--- src/rtl/kwd_pkg.sv ---
package kwd_pkg;
  localparam logic [2:0] W_KEY = 3'd0;
  localparam logic [2:0] W_PRE = 3'd1;
  localparam logic [2:0] W_RLD = 3'd2;
  localparam logic [2:0] W_STS = 3'd3;
  localparam logic [2:0] W_EWC = 3'd5;

  localparam logic [15:0] KEY_START   = 16'hCCCC;
  localparam logic [15:0] KEY_REFRESH = 16'hAAAA;
  localparam logic [15:0] KEY_UNLOCK  = 16'h5555;

  localparam int EWC_ACK_BIT = 14;
  localparam int EWC_EN_BIT  = 15;
endpackage

--- src/rtl/kwd_divider.sv ---
module kwd_divider #(
  parameter int SEL_W    = 4,
  parameter int MIN_LOG2 = 2,
  parameter int MAX_LOG2 = 10
) (
  input  logic             clk_i,
  input  logic             rst_ni,
  input  logic             run_i,
  input  logic             clr_i,
  input  logic [SEL_W-1:0] sel_i,
  output logic             tick_o
);
  localparam int DIV_W   = MAX_LOG2;
  localparam int MAX_SEL = MAX_LOG2 - MIN_LOG2;

  logic [DIV_W-1:0] div_q;
  logic [DIV_W-1:0] lim;
  int               shamt;

  always_comb begin
    if (int'(sel_i) > MAX_SEL) shamt = MAX_LOG2;
    else                       shamt = int'(sel_i) + MIN_LOG2;
    lim = '0;
    for (int i = 0; i < DIV_W; i++) begin
      if (i < shamt) lim[i] = 1'b1;
    end
  end

  // >= keeps the tick alive when the ratio shrinks mid-period
  assign tick_o = run_i && (div_q >= lim);

  always_ff @(posedge clk_i or negedge rst_ni) begin
    if (!rst_ni)                    div_q <= '0;
    else if (clr_i || !run_i)       div_q <= '0;
    else if (tick_o)                div_q <= '0;
    else                            div_q <= div_q + 1'b1;
  end


  idle_div_chk: assert property (@(posedge clk_i) disable iff (!rst_ni)
    !run_i |=> (div_q == '0));
endmodule

--- src/rtl/kwd_shadow.sv ---
module kwd_shadow #(
  parameter int           W       = 12,
  parameter int           LAT     = 3,
  parameter logic [W-1:0] RST_VAL = '0
) (
  input  logic         clk_i,
  input  logic         rst_ni,
  input  logic         wr_i,
  input  logic [W-1:0] wdata_i,
  output logic [W-1:0] shadow_o,
  output logic [W-1:0] active_o,
  output logic         pend_o
);
  localparam int LAT_W = $clog2(LAT + 1);
  localparam logic [LAT_W-1:0] LAT_V = LAT_W'(LAT);

  logic [LAT_W-1:0] wait_q;

  always_ff @(posedge clk_i or negedge rst_ni) begin
    if (!rst_ni) begin
      shadow_o <= RST_VAL;
      active_o <= RST_VAL;
      wait_q   <= '0;
    end else if (wr_i) begin
      shadow_o <= wdata_i;
      wait_q   <= LAT_V;
    end else if (wait_q != '0) begin
      wait_q <= wait_q - 1'b1;
      if (wait_q == LAT_W'(1)) active_o <= shadow_o;
    end
  end

  assign pend_o = (wait_q != '0);


  act_hold_chk: assert property (@(posedge clk_i) disable iff (!rst_ni)
    !pend_o |=> $stable(active_o));

  pend_set_chk: assert property (@(posedge clk_i) disable iff (!rst_ni)
    wr_i |=> pend_o);
endmodule

--- src/rtl/keyed_watchdog.sv ---
module keyed_watchdog
  import kwd_pkg::*;
#(
  parameter int CNT_W    = 12,
  parameter int PRE_W    = 4,
  parameter int UPD_LAT  = 3,
  parameter int MIN_LOG2 = 2,
  parameter int MAX_LOG2 = 10,
  parameter int AW       = 5,
  parameter int DW       = 32
) (
  input  logic          clk_i,
  input  logic          rst_ni,
  input  logic          req_i,
  input  logic          we_i,
  input  logic [AW-1:0] addr_i,
  input  logic [DW-1:0] wdata_i,
  output logic [DW-1:0] rdata_o,
  output logic          irq_o,
  output logic          wdg_rst_o
);
  logic [2:0]  word;
  logic [15:0] key;
  logic        wr, key_wr, start_key, reload_evt, pre_wr, rld_wr, ewc_wr, ack;
  logic        unlock_q, run_q, irq_q, rst_q, en_q;
  logic [CNT_W-1:0] cnt_q, cmp_q, rld_sh, rld_act;
  logic [PRE_W-1:0] pre_sh, pre_act;
  logic        pre_pend, rld_pend, tick, underflow, match;
  logic        unused_bits;

  assign word       = addr_i[4:2];
  assign key        = wdata_i[15:0];
  assign wr         = req_i && we_i;
  assign key_wr     = wr && (word == W_KEY);
  assign start_key  = key_wr && (key == KEY_START);
  assign reload_evt = key_wr && (key == KEY_START || key == KEY_REFRESH);
  assign pre_wr     = wr && (word == W_PRE) && unlock_q;
  assign rld_wr     = wr && (word == W_RLD) && unlock_q;
  assign ewc_wr     = wr && (word == W_EWC);
  assign ack        = ewc_wr && wdata_i[EWC_ACK_BIT];
  assign unused_bits = ^{addr_i[1:0], wdata_i[DW-1:16], wdata_i[13:CNT_W]};

  kwd_shadow #(.W(PRE_W), .LAT(UPD_LAT), .RST_VAL('0)) u_pre (
    .clk_i, .rst_ni, .wr_i(pre_wr), .wdata_i(wdata_i[PRE_W-1:0]),
    .shadow_o(pre_sh), .active_o(pre_act), .pend_o(pre_pend));

  kwd_shadow #(.W(CNT_W), .LAT(UPD_LAT), .RST_VAL('1)) u_rld (
    .clk_i, .rst_ni, .wr_i(rld_wr), .wdata_i(wdata_i[CNT_W-1:0]),
    .shadow_o(rld_sh), .active_o(rld_act), .pend_o(rld_pend));

  kwd_divider #(.SEL_W(PRE_W), .MIN_LOG2(MIN_LOG2), .MAX_LOG2(MAX_LOG2)) u_div (
    .clk_i, .rst_ni, .run_i(run_q), .clr_i(reload_evt), .sel_i(pre_act),
    .tick_o(tick));

  assign underflow = tick && (cnt_q == '0) && !reload_evt;
  assign match     = tick && !reload_evt && en_q && (cnt_q != '0) &&
                     ((cnt_q - 1'b1) == cmp_q);

  always_ff @(posedge clk_i or negedge rst_ni) begin
    if (!rst_ni) begin
      unlock_q <= 1'b0;
      run_q    <= 1'b0;
      cnt_q    <= '1;
      rst_q    <= 1'b0;
      irq_q    <= 1'b0;
      cmp_q    <= '0;
      en_q     <= 1'b0;
    end else begin
      if (key_wr)    unlock_q <= (key == KEY_UNLOCK);
      if (start_key) run_q    <= 1'b1;
      if (reload_evt)     cnt_q <= rld_act;
      else if (underflow) cnt_q <= rld_act;
      else if (tick)      cnt_q <= cnt_q - 1'b1;
      rst_q <= underflow;
      if (match)    irq_q <= 1'b1;
      else if (ack) irq_q <= 1'b0;
      if (ewc_wr) begin
        cmp_q <= wdata_i[CNT_W-1:0];
        en_q  <= wdata_i[EWC_EN_BIT];
      end
    end
  end

  always_comb begin
    rdata_o = '0;
    unique case (word)
      W_PRE: rdata_o[PRE_W-1:0] = pre_sh;
      W_RLD: rdata_o[CNT_W-1:0] = rld_sh;
      W_STS: rdata_o[1:0]       = {rld_pend, pre_pend};
      W_EWC: begin
        rdata_o[CNT_W-1:0]  = cmp_q;
        rdata_o[EWC_EN_BIT] = en_q;
      end
      default: rdata_o = '0;
    endcase
  end

  assign irq_o     = irq_q;
  assign wdg_rst_o = rst_q;


  rst_pulse_chk: assert property (@(posedge clk_i) disable iff (!rst_ni)
    wdg_rst_o |=> !wdg_rst_o);

  no_stop_chk: assert property (@(posedge clk_i) disable iff (!rst_ni)
    run_q |=> run_q);

  irq_hold_chk: assert property (@(posedge clk_i) disable iff (!rst_ni)
    (irq_o && !ack) |=> irq_o);

  locked_rld_chk: assert property (@(posedge clk_i) disable iff (!rst_ni)
    (wr && word == W_RLD && !unlock_q) |=> $stable(rld_sh));

  refresh_wins_chk: assert property (@(posedge clk_i) disable iff (!rst_ni)
    reload_evt |=> !wdg_rst_o);
endmodule

--- config.mk ---
export PLATFORM = sky130hd
export DESIGN_NAME = keyed_watchdog
export DESIGN_NICKNAME = d
export VERILOG_FILES = /design/src/rtl/kwd_pkg.sv /design/src/rtl/kwd_divider.sv /design/src/rtl/kwd_shadow.sv /design/src/rtl/keyed_watchdog.sv
export SDC_FILE = /design/constraint.sdc
export NUM_CORES = 1
export LEC_CHECK = 0
export BUFFER_PORTS_ARGS = -buffer_cell sky130_fd_sc_hd__buf_2
export CAP_MARGIN = 5
export CORE_MARGIN = 5
export CORE_UTILIZATION = 57
export CTS_BUF_LIST = sky130_fd_sc_hd__clkbuf_4 sky130_fd_sc_hd__clkbuf_8
export DETAILED_ROUTE_END_ITERATION = 7
export PLACE_DENSITY_LB_ADDON = 0.1
export SYNTH_ARGS = -nofsm -noshare
export SYNTH_HDL_FRONTEND = slang
export SYNTH_SLANG_ARGS = --single-unit
--- constraint.sdc ---
create_clock -name clk_i -period 3.6 [get_ports clk_i]
set_input_delay 0 -clock clk_i [delete_from_list [all_inputs] [get_ports clk_i]]
set_output_delay 0 -clock clk_i [all_outputs]
set_load 0.01 [all_outputs]
==> results_dict.tcl, run 1 <==
set metrics [dict create \
    status "finished, final reports clean" \
    start_kind "flip-flop" \
    wire_per_inst_um 16.2 \
    cts_tree "yes" \
    ys_seq_area_share_pct 42.7 \
    antenna_found_initial 0 \
    synth_top_area_share_pct 21.7 \
    finalCritPeriodShare_pct 91.7 \
    grt_pass1_vias 3336 \
    syn_avg_cell_area_um2 9.91 \
    multi_input_area_mm2 0.00235 \
    die_area_mm2 0.00977 \
    grt_overflow 0 \
    regToRegStartpoint "u_pre.active_o[2]$_DFFE_PN0P_" \
    yosys_warnings 0 \
    regArea_mm2 0.00192 \
    setup_ws_ns 0.297 \
    syn2layout_area_growth_pct 12.2 \
    cp.arrival_ns 3.57 \
    grt_first_pass_wirelength_mm 16.5 \
    critPathKind "reg2reg" \
    htree_levels 3 \
    cp-startpoint "u_pre.active_o[2]$_DFFE_PN0P_" \
    routed_wl_mm 9.78 \
    rr_worst_depth 11 \
    hpwl_mm 7.04 \
    reg2reg_to "cnt_q[9]$_DFFE_PN1P_" \
    hold_path_class "in2reg" \
    firstDrtPassIters 5 \
    synth_xor_area_share_pct 5.06 \
    postCtsSetupBuffers 0 \
    synth_area_leader_cell "dfrtp_1" \
    vias 3470 \
    numCtsBuffers 9 \
    grt_max_degree 76 \
    avgViaCountPerCell 5.74 \
    powerDensity_mw_per_mm2 409 \
    antenna_cells 0 \
    start_util_pct 58.5 \
    cts.reportedPaths.clkPinSlew_ns 0.08 \
    ys_seq_elements 75 \
    rsz0062_at_grt "false" \
    cts_root_buf "clkbuf_8" \
    die_x_um 98.8 \
    fin_worst_skew_ns 0.00614 \
    synth_area_leaders "dfrtp_1 22%, dfstp_2 21%, mux2_2 8.5%" \
    synthCells 454 \
    setup_violations 0 \
    regToRegSetupSlack_ns 0.30 \
    pin_count 75 \
    yosysUniqueCellTypes 59 \
    postRouteAntennaNets 0 \
    gp_congestion 0.845 \
    post-place-ws_ns 0.273 \
    period_needed_ns 3.30 \
    portBuffers 37 \
    min_from "wdata_i[14]" \
    clkLatencyLatePin_ns 0.34 \
    cap_viol_max_count 0 \
    synth_compound_area_share_pct 12.5 \
    synthAdderAreaFrac_pct 4.73 \
    drc_errors 0 \
    final.setup.tns_ns 0 \
    syn_area_mm2 0.00450 \
    hold_viol 0 \
    clkSinkCount 75 \
    layout.nets 556 \
    die_h_um 98.8 \
    synth_edf_count 0 \
    synth_top_family_by_area "simple AND/OR/NAND/NOR gates" \
    fp.coreArea_mm2 0.00769 \
    drive_gt1_share_pct 27.0 \
    worstMarginPinSlew_ns 1.04 \
    cts_buffer_depth 2 \
    fillers 620 \
    async_reset_ff_share_pct 100 \
    ir_drop_mv 0.331 \
    min_to "irq_o$_DFFE_PN0P_" \
    power_leakage_nw 2.25 \
    worstPathRequired_ns 3.87 \
    final_max_slew_viol_count 0 \
    muxShareOfSynthArea_pct 9.62 \
    slew_headroom_pct 30.5 \
    path_max_fanout 24 \
    max_freq_mhz 303 \
    holdPathStages 4 \
    num_rows 32 \
    ys.flop_type "dfrtp_1" \
    grt_usage_pct 21.0 \
    end_kind "flip-flop" \
    synthSimpleGateAreaFrac_pct 18.5 \
    drtIter0Drc 96 \
]
[Yosys cell counts (2+ instances only)]
cell type	number
a211oi_1	4
a21o_1	4
a21oi_1	13
a22o_1	9
a2bb2oi_1	2
a311oi_1	2
and3_1	2
buf_2	5
buf_4	19
buf_6	3
clkbuf_1	14
dfrtp_1	39
dfstp_2	36
ha_1	17
inv_1	13
mux2_2	34
mux2i_1	5
nand2_1	64
nand2b_1	5
nand3_1	14
nand3b_1	3
nand4_1	2
nor2_1	29
nor2b_1	2
nor3_1	17
nor4b_1	2
nor4bb_1	8
o2111ai_1	2
o211ai_1	6
o21a_1	5
o21ai_0	10
o21bai_1	2
o22ai_1	2
o32a_1	6
or3_1	5
or4_1	2
xnor2_1	12
xor2_1	14
[how the worst max path moves through the flow]
stage,depth (start not counted),end,slack (ns)
CTS,10,cnt_q[9]$_DFFE_PN1P_,0.24
global placement,11,cnt_q[4]$_DFFE_PN1P_,0.41
finish,11,cnt_q[9]$_DFFE_PN1P_,0.30
floorplan,11,cnt_q[4]$_DFFE_PN1P_,0.62
global route,11,cnt_q[4]$_DFFE_PN1P_,0.04
detailed placement,10,cnt_q[9]$_DFFE_PN1P_,0.27
[final cells by class]
cell class | count | share of cell area [%]
well taps | 102 | 2.53
clock buffers | 9 | 2.45
repair buffers | 56 | 7.59
inverters | 13 | 0.967
clock inverters | 7 | 1.81
multi-input cells | 343 | 46.6
flip-flops and latches | 75 | 38.1
[stage by stage]
step / hold WS, ns / cells / power [mW] / cell area, µm² / utilization, %
after floorplan: -0.296 / 472 / 1.27 / 4570 / -
after global placement: 0.193 / 573 / 1.35 / 4670 / 60.7
after detailed placement: 0.199 / 573 / 1.36 / 4670 / 60.7
after CTS: 0.0156 / 605 / 2.08 / 5040 / 65.6
after global routing: 0.0358 / 605 / 2.18 / 5050 / 65.6
final: 0.0420 / 605 / 2.06 / 5050 / 65.6
[layer usage]
metal,share of wire [%],track usage [%],wire length [µm]
met1,48,31.0,4660
met2,44,30.8,4290
met3,6.6,3.54,642
met4,1.9,7.88,186
met5,0,0,0
[registers in the layout, summed over array words and instances (netlist names), 2 cells and up]
register,cells
cmp_q,12
cnt_q,12
u_rld.active_o,12
u_rld.shadow_o,12
u_div.div_q,10
u_pre.active_o,4
u_pre.shadow_o,4
u_pre.wait_q,2
u_rld.wait_q,2
[cell usage in the layout, fill, tap and decap left out, types with 6 or more instances in the layout]
cell type,n
nand2_1,64
dfrtp_1,39
dfstp_2,36
buf_2,36
mux2_2,34
nor2_1,29
conb_1,19
ha_1,17
nor3_1,16
dlygate4sd3_1,16
nand3_1,14
xor2_1,14
inv_1,13
a21oi_1,12
xnor2_1,12
o21ai_0,10
a22o_1,9
clkbuf_8,9
nor4bb_1,8
o211ai_1,6
o32a_1,6
[critical path, cell delays in order, from the launching register on]
cell	delay [ns]
dfrtp_1	0.41
nor4b_1	0.41
a21oi_2	0.19
or3_1	0.38
ha_1	0.27
nand2b_1	0.09
a211oi_1	0.07
nor3_1	0.27
o21ai_1	0.16
buf_12	0.19
o41a_2	0.47
o32a_1	0.33
[where the power goes]
group	internal (mW)	total, mW	leakage [nW]	switching [mW]
logic	0.190	0.385	1.26	0.195
registers	0.904	0.973	0.886	0.0688
clock network	0.389	0.707	0.109	0.318
total	1.48	2.06	2.25	0.582
[timing repair]
action / in CTS / in global routing
hold buffers: 16 / 0
setup endpoints to repair: 0 / 1
endpoints found under the hold margin: 69 / 0
resized for setup: 0 / 1
[logic make-up after synthesis]
family                     after synthesis
AOI/OAI and AO/OA                       77
and+or+nand+nor                        165
adders and majority gates               17
DFF                                     75
xor gates and xnor gates                26
muxes                                   39
buffers and inverters                   54
other                                    1
No activity file was read; power rests on OpenSTA's default activity.
==> inputs of run 2 (changes only) <==
--- a/config.mk
+++ b/config.mk
@@ -5,6 +5,7 @@
 export SDC_FILE = /design/constraint.sdc
 export NUM_CORES = 1
 export LEC_CHECK = 0
+export ABC_AREA = 1
 export BUFFER_PORTS_ARGS = -buffer_cell sky130_fd_sc_hd__buf_2
 export CAP_MARGIN = 5
 export CORE_MARGIN = 5
==> results_dict.tcl, run 2 <==
set metrics [dict create \
    status "finished, final reports clean" \
    die_area_mm2 0.0104 \
    async_reset_ff_share_pct 100 \
    finalInstanceArea_mm2 0.00539 \
    syn_avg_cell_area_um2 7.64 \
    period_needed_ns 2.91 \
    num_rows 33 \
    total_power_mw 3.19 \
    synth_top_family_by_area "simple AND/OR/NAND/NOR gates" \
    gp_congestion 0.966 \
    hold_path_class "in2reg" \
    die_x_um 102 \
    rsz0062_at_grt "false" \
    drc_errors 0 \
    ys_seq_area_share_pct 39.9 \
    cts_tree "yes" \
    path_max_fanout 13 \
    vias 4039 \
    holdPathStages 6 \
    synth_compound_area_share_pct 9.90 \
    post-route-util_pct 65.6 \
    place_area_mm2 0.00497 \
    setup_violations 0 \
    clkSinkCount 75 \
    synth_area_leader_cell "dfrtp_1" \
    postCtsSetupBuffers 0 \
    synth_common_cells "159 x nand2_1, 92 x inv_1, 54 x nor2_1" \
    portBuffers 37 \
    layout.nets 737 \
    numCtsBuffers 9 \
    antenna_cells 0 \
    fp.coreArea_mm2 0.00822 \
    synth_top_area_share_pct 20.3 \
    cts.reportedPaths.clkPinSlew_ns 0.08 \
    synthSimpleGateAreaFrac_pct 31.0 \
    synth_area_leaders "dfrtp_1 20%, dfstp_2 20%, nand2_1 12%" \
    firstDrtPassIters 6 \
    grt_first_pass_wirelength_mm 18.4 \
    grt_max_degree 76 \
    wire_per_inst_um 13.7 \
    grt_pass1_vias 3863 \
    hold_viol 0 \
    slew_headroom_pct 38.1 \
    cts_root_buf "clkbuf_8" \
    critPathKind "reg2reg" \
    synth.most_common_cell "nand2_1" \
    cts_buffer_depth 2 \
    final_max_slew_viol_count 0 \
    start_util_pct 58.6 \
    clkLatencyLatePin_ns 0.35 \
    worstPathRequired_ns 3.88 \
    synthAdderAreaFrac_pct 4.42 \
    syn_area_mm2 0.00481 \
    cp.arrival_ns 3.19 \
    routed_wl_mm 10.8 \
    start_kind "flip-flop" \
    drive_gt1_share_pct 20.8 \
    yosysUniqueCellTypes 46 \
    cap_viol_max_count 0 \
    syn2layout_area_growth_pct 12.0 \
    antenna_found_initial 0 \
    ys.flop_type "dfrtp_1" \
    power_leakage_nw 2.90 \
    postRouteAntennaNets 0 \
    ys_seq_elements 75 \
    avgViaCountPerCell 5.12 \
    cts-resized-gates 0 \
    finalCritPeriodShare_pct 81.0 \
    ir_drop_mv 0.401 \
    end_kind "flip-flop" \
    synthCells 630 \
    max_freq_mhz 343 \
    yosys_warnings 0 \
    layout_commonest_cell "nand2_1" \
    pin_count 75 \
    fin_worst_skew_ns 0.0114 \
    final.setup.tns_ns 0 \
    drtIter0Drc 168 \
    muxShareOfSynthArea_pct 0 \
    die_h_um 102 \
    synth_xor_area_share_pct 1.82 \
    final_cell_mix "159 x nand2_1, 92 x inv_1, 54 x nor2_1" \
    grt_usage_pct 22.3 \
    worstMarginPinSlew_ns 0.928 \
    hpwl_mm 7.72 \
    rr_worst_depth 19 \
    synth_edf_count 0 \
    powerDensity_mw_per_mm2 592 \
    grt_overflow 0 \
    htree_levels 3 \
]
## run 2: final cells by class
type,count,area (µm²)
Clock buffer,10,131
Clock inverter,6,138
Fill cell,729,2830
Inverter,102,383
Multi-Input combinational cell,438,2340
Sequential cell,75,1920
Tap cell,105,131
Timing Repair Buffer,53,345
## run 2: where the power goes
group | internal (mW) | total, mW | switching (mW)
Sequential | 1.12 | 1.30 | 0.177
Combinational | 0.378 | 1.02 | 0.638
Clock | 0.541 | 0.877 | 0.336
Total | 2.04 | 3.19 | 1.15
## run 2: worst paths after layout
| kind | endpoint | slack (ns) | startpoint |
|---|---|---|---|
| max in group asynchronous | cmp_q[11]$_DFFE_PN0P_ | 2.67 | rst_ni |
| min in group asynchronous | u_div.div_q[4]$_DFF_PN0_ | 0.32 | rst_ni |
| hold reg to reg | cnt_q[1]$_DFFE_PN1P_ | 0.48 | cnt_q[1]$_DFFE_PN1P_ |
| hold / removal | run_q$_DFFE_PN0P_ | 0.07 | wdata_i[13] |
| setup / recovery | cnt_q[1]$_DFFE_PN1P_ | 0.69 | u_pre.active_o[1]$_DFFE_PN0P_ |
| setup reg to reg | cnt_q[1]$_DFFE_PN1P_ | 0.69 | u_pre.active_o[1]$_DFFE_PN0P_ |
## run 2: through the flow
step                cells  hold WS (ns)  setup slack, ns
finish                789        0.0705            0.685
CTS                   789        0.0621            0.651
detailed placement    758         0.195            0.707
floorplan             648        -0.296             1.16
global route          789         0.153            0.242
global placement      758         0.189            0.744
## run 2: kinds of logic (layout without fill, tap and decap cells)
kind of cell    count (synthesis)  count (layout)
simple gates                  308             308
other cells                     1              19
buf+inv                       135             171
compound gates                 84              84
fa+ha+maj                      17              17
flops                          75              75
xor+xnor                       10              10
## run 2: what timing repair did
item | CTS | global route
setup endpoints to repair | 0 | 0
hold buffers | 15 | 0
hold endpoints to repair | 69 | 0
## run 2: per-layer routing
layer,global-route usage [%],wire length [µm]
met1,31.7,5130
met2,36.1,5010
met3,2.87,504
met4,6.46,152
met5,0,0
## run 2: critical path, cell delays in order (launching register included)
cell     delay [ns]
dfrtp_1        0.43
ha_1           0.23
o21ai_0        0.23
inv_1          0.13
nor2_1         0.20
nand2_1        0.07
inv_1          0.07
nand2_1        0.06
ha_1           0.26
nand2_1        0.05
inv_1          0.05
nand2_1        0.04
nand2_1        0.06
nand2_1        0.05
nand3_2        0.11
nand4_4        0.22
nand2_4        0.34
nand2_1        0.09
nand3_1        0.08
nand2_1        0.05
==> inputs of run 3 (changes only) <==
==> constraint.sdc (replaced) <==
create_clock -name clk_i -period 2.9 [get_ports clk_i]
set_input_delay 0 -clock clk_i [delete_from_list [all_inputs] [get_ports clk_i]]
set_output_delay 0 -clock clk_i [all_outputs]
set_load 0.01 [all_outputs]
==> results_dict.tcl, run 3 (synthesis gave the netlist of run 2 again) <==
set metrics [dict create \
    power_leakage_nw 2.88 \
    rr_worst_depth 19 \
    wire_per_inst_um 13.8 \
    start_util_pct 58.6 \
    postCtsSetupBuffers 0 \
    rsz0062_at_grt "false" \
    cap_viol_max_count 0 \
    final_max_slew_viol_count 0 \
    grt_usage_pct 22.6 \
    syn2layout_area_growth_pct 11.7 \
    numCtsBuffers 9 \
    cts_tree "yes" \
    cts_buffer_depth 2 \
    start_kind "flip-flop" \
    vias 4091 \
    period_needed_ns 2.60 \
    die_area_mm2 0.0104 \
    postRouteAntennaNets 0 \
    drc_errors 0 \
    grt_max_degree 76 \
    htree_levels 3 \
    worstMarginPinSlew_ns 0.925 \
    end_kind "flip-flop" \
    cpPeakStageDelay_ns 0.44 \
    crit_buf_inv 4 \
    cp.arrival_ns 2.89 \
    fp.coreArea_mm2 0.00822 \
    gp_congestion 0.952 \
    fin_worst_skew_ns 0.0126 \
    finalCritPeriodShare_pct 89.7 \
    layout_commonest_cell "nand2_1" \
    die_h_um 102 \
    crit_top_cell "nand2_1" \
    clkLatencyLatePin_ns 0.35 \
    grt_first_pass_wirelength_mm 18.6 \
    hold_path_class "in2reg" \
    final.setup.tns_ns 0 \
    antenna_found_initial 0 \
    drtIter0Drc 192 \
    critPathSlowestCell "dfrtp_1" \
    hold_viol 0 \
    clkSinkCount 75 \
    grt_pass1_vias 3986 \
    hpwl_mm 7.96 \
    critPathTopFamily "simple AND/OR/NAND/NOR gates" \
    worstPathRequired_ns 3.19 \
    critPathKind "reg2reg" \
    portBuffers 37 \
    firstDrtPassIters 5 \
    grt_overflow 0 \
    ir_drop_mv 0.371 \
    pwr-share-comb_pct 34.7 \
    layout.nets 742 \
    antenna_cells 0 \
    holdPathStages 6 \
    crit_chain "ha_1, o21ai_1, inv_2, nor2_4, nand2_1, inv_1, nand2_1, ha_1, nand2_1, inv_1, nand2_1, nand2_1, nand2_1, nand3_2, nand4_4, buf_4, nand3_1, nand3_2, nand2_1" \
    cts_root_buf "clkbuf_8" \
    slew_headroom_pct 38.3 \
    status "finished, final reports clean" \
    crit_cells 19 \
    power.internal_mw 2.29 \
    setup_ws_ns 0.298 \
    multi_input_area_mm2 0.00236 \
    cts.reportedPaths.clkPinSlew_ns 0.09 \
    final_cell_mix "159 x nand2_1, 91 x inv_1, 53 x nor2_1" \
    num_rows 33 \
    routed_wl_mm 10.9 \
    path_max_fanout 12 \
    seq_power_share_pct 43.4 \
    die_x_um 102 \
    fillers 724 \
    clock_power_share_pct 22.0 \
    regArea_mm2 0.00192 \
    post-place-ws_ns 0.162 \
    powerDensity_mw_per_mm2 691 \
    setup_violations 0 \
    drive_gt1_share_pct 21.6 \
    power.switching_mw 1.43 \
    netSwitchingFraction_pct 38.4 \
    pin_count 75 \
    max_freq_mhz 384 \
    avgViaCountPerCell 5.15 \
]
run 3: metal layers:
metal | GRT usage, % | wire, µm | up-vias
met5 | 0 | 0 | -
met4 | 7.16 | 170 | 0
met3 | 3.62 | 601 | 12
met2 | 37.0 | 5060 | 114
met1 | 31.0 | 5110 | 1907
li1 | - | - | 2058
run 3: worst min-delay path, delay by kind of cell:
| kind | cells | cell delay (ns) |
|---|---|---|
| and+or+nand+nor | 5 | 0.30 |
| buffers and inverters | 1 | 0.10 |
run 3: power by group through the flow:
stage	registers (mW)	logic (mW)	clock network [mW]
floorplan	1.56	0.998	0
global placement	1.61	1.20	0
detailed placement	1.63	1.25	0
finish	1.61	1.29	0.817
CTS	1.61	1.28	0.836
global route	1.65	1.53	0.870
run 3: path summary, 6_finish.rpt:
path	start	endpoint	slack (ns)
setup / recovery	u_pre.active_o[1]$_DFFE_PN0P_	cnt_q[11]$_DFFE_PN1P_	0.30
hold / removal	wdata_i[13]	run_q$_DFFE_PN0P_	0.09
setup reg to reg	u_pre.active_o[1]$_DFFE_PN0P_	cnt_q[11]$_DFFE_PN1P_	0.30
hold reg to reg	cnt_q[1]$_DFFE_PN1P_	cnt_q[1]$_DFFE_PN1P_	0.47
max in group asynchronous	rst_ni	cmp_q[4]$_DFFE_PN0P_	1.97
min in group asynchronous	rst_ni	u_div.div_q[2]$_DFF_PN0_	0.31
run 3: layout make-up:
cell class              count  area share, %
inverters                 102           7.16
clock inverters             6           1.23
clock buffers              10           2.44
multi-input cells         438           43.8
well taps                 105           2.44
flip-flops and latches     75           35.7
repair buffers             58           7.19
run 3: per-stage QoR:
step	instance area [µm²]	cells	power [mW]	hold slack, ns	utilization [%]
floorplan	4880	648	2.56	-0.296	-
global placement	5010	763	2.81	0.194	61.0
detailed placement	5010	763	2.88	0.197	61.0
CTS	5360	794	3.72	0.0631	65.2
global route	5380	794	4.04	0.130	65.5
finish	5380	794	3.72	0.0931	65.5
run 3: timing repair:
action / in CTS / in global routing
resized for setup: 0 / 7
hold endpoints to repair: 69 / 0
hold buffers: 15 / 0
setup endpoints to repair: 0 / 23
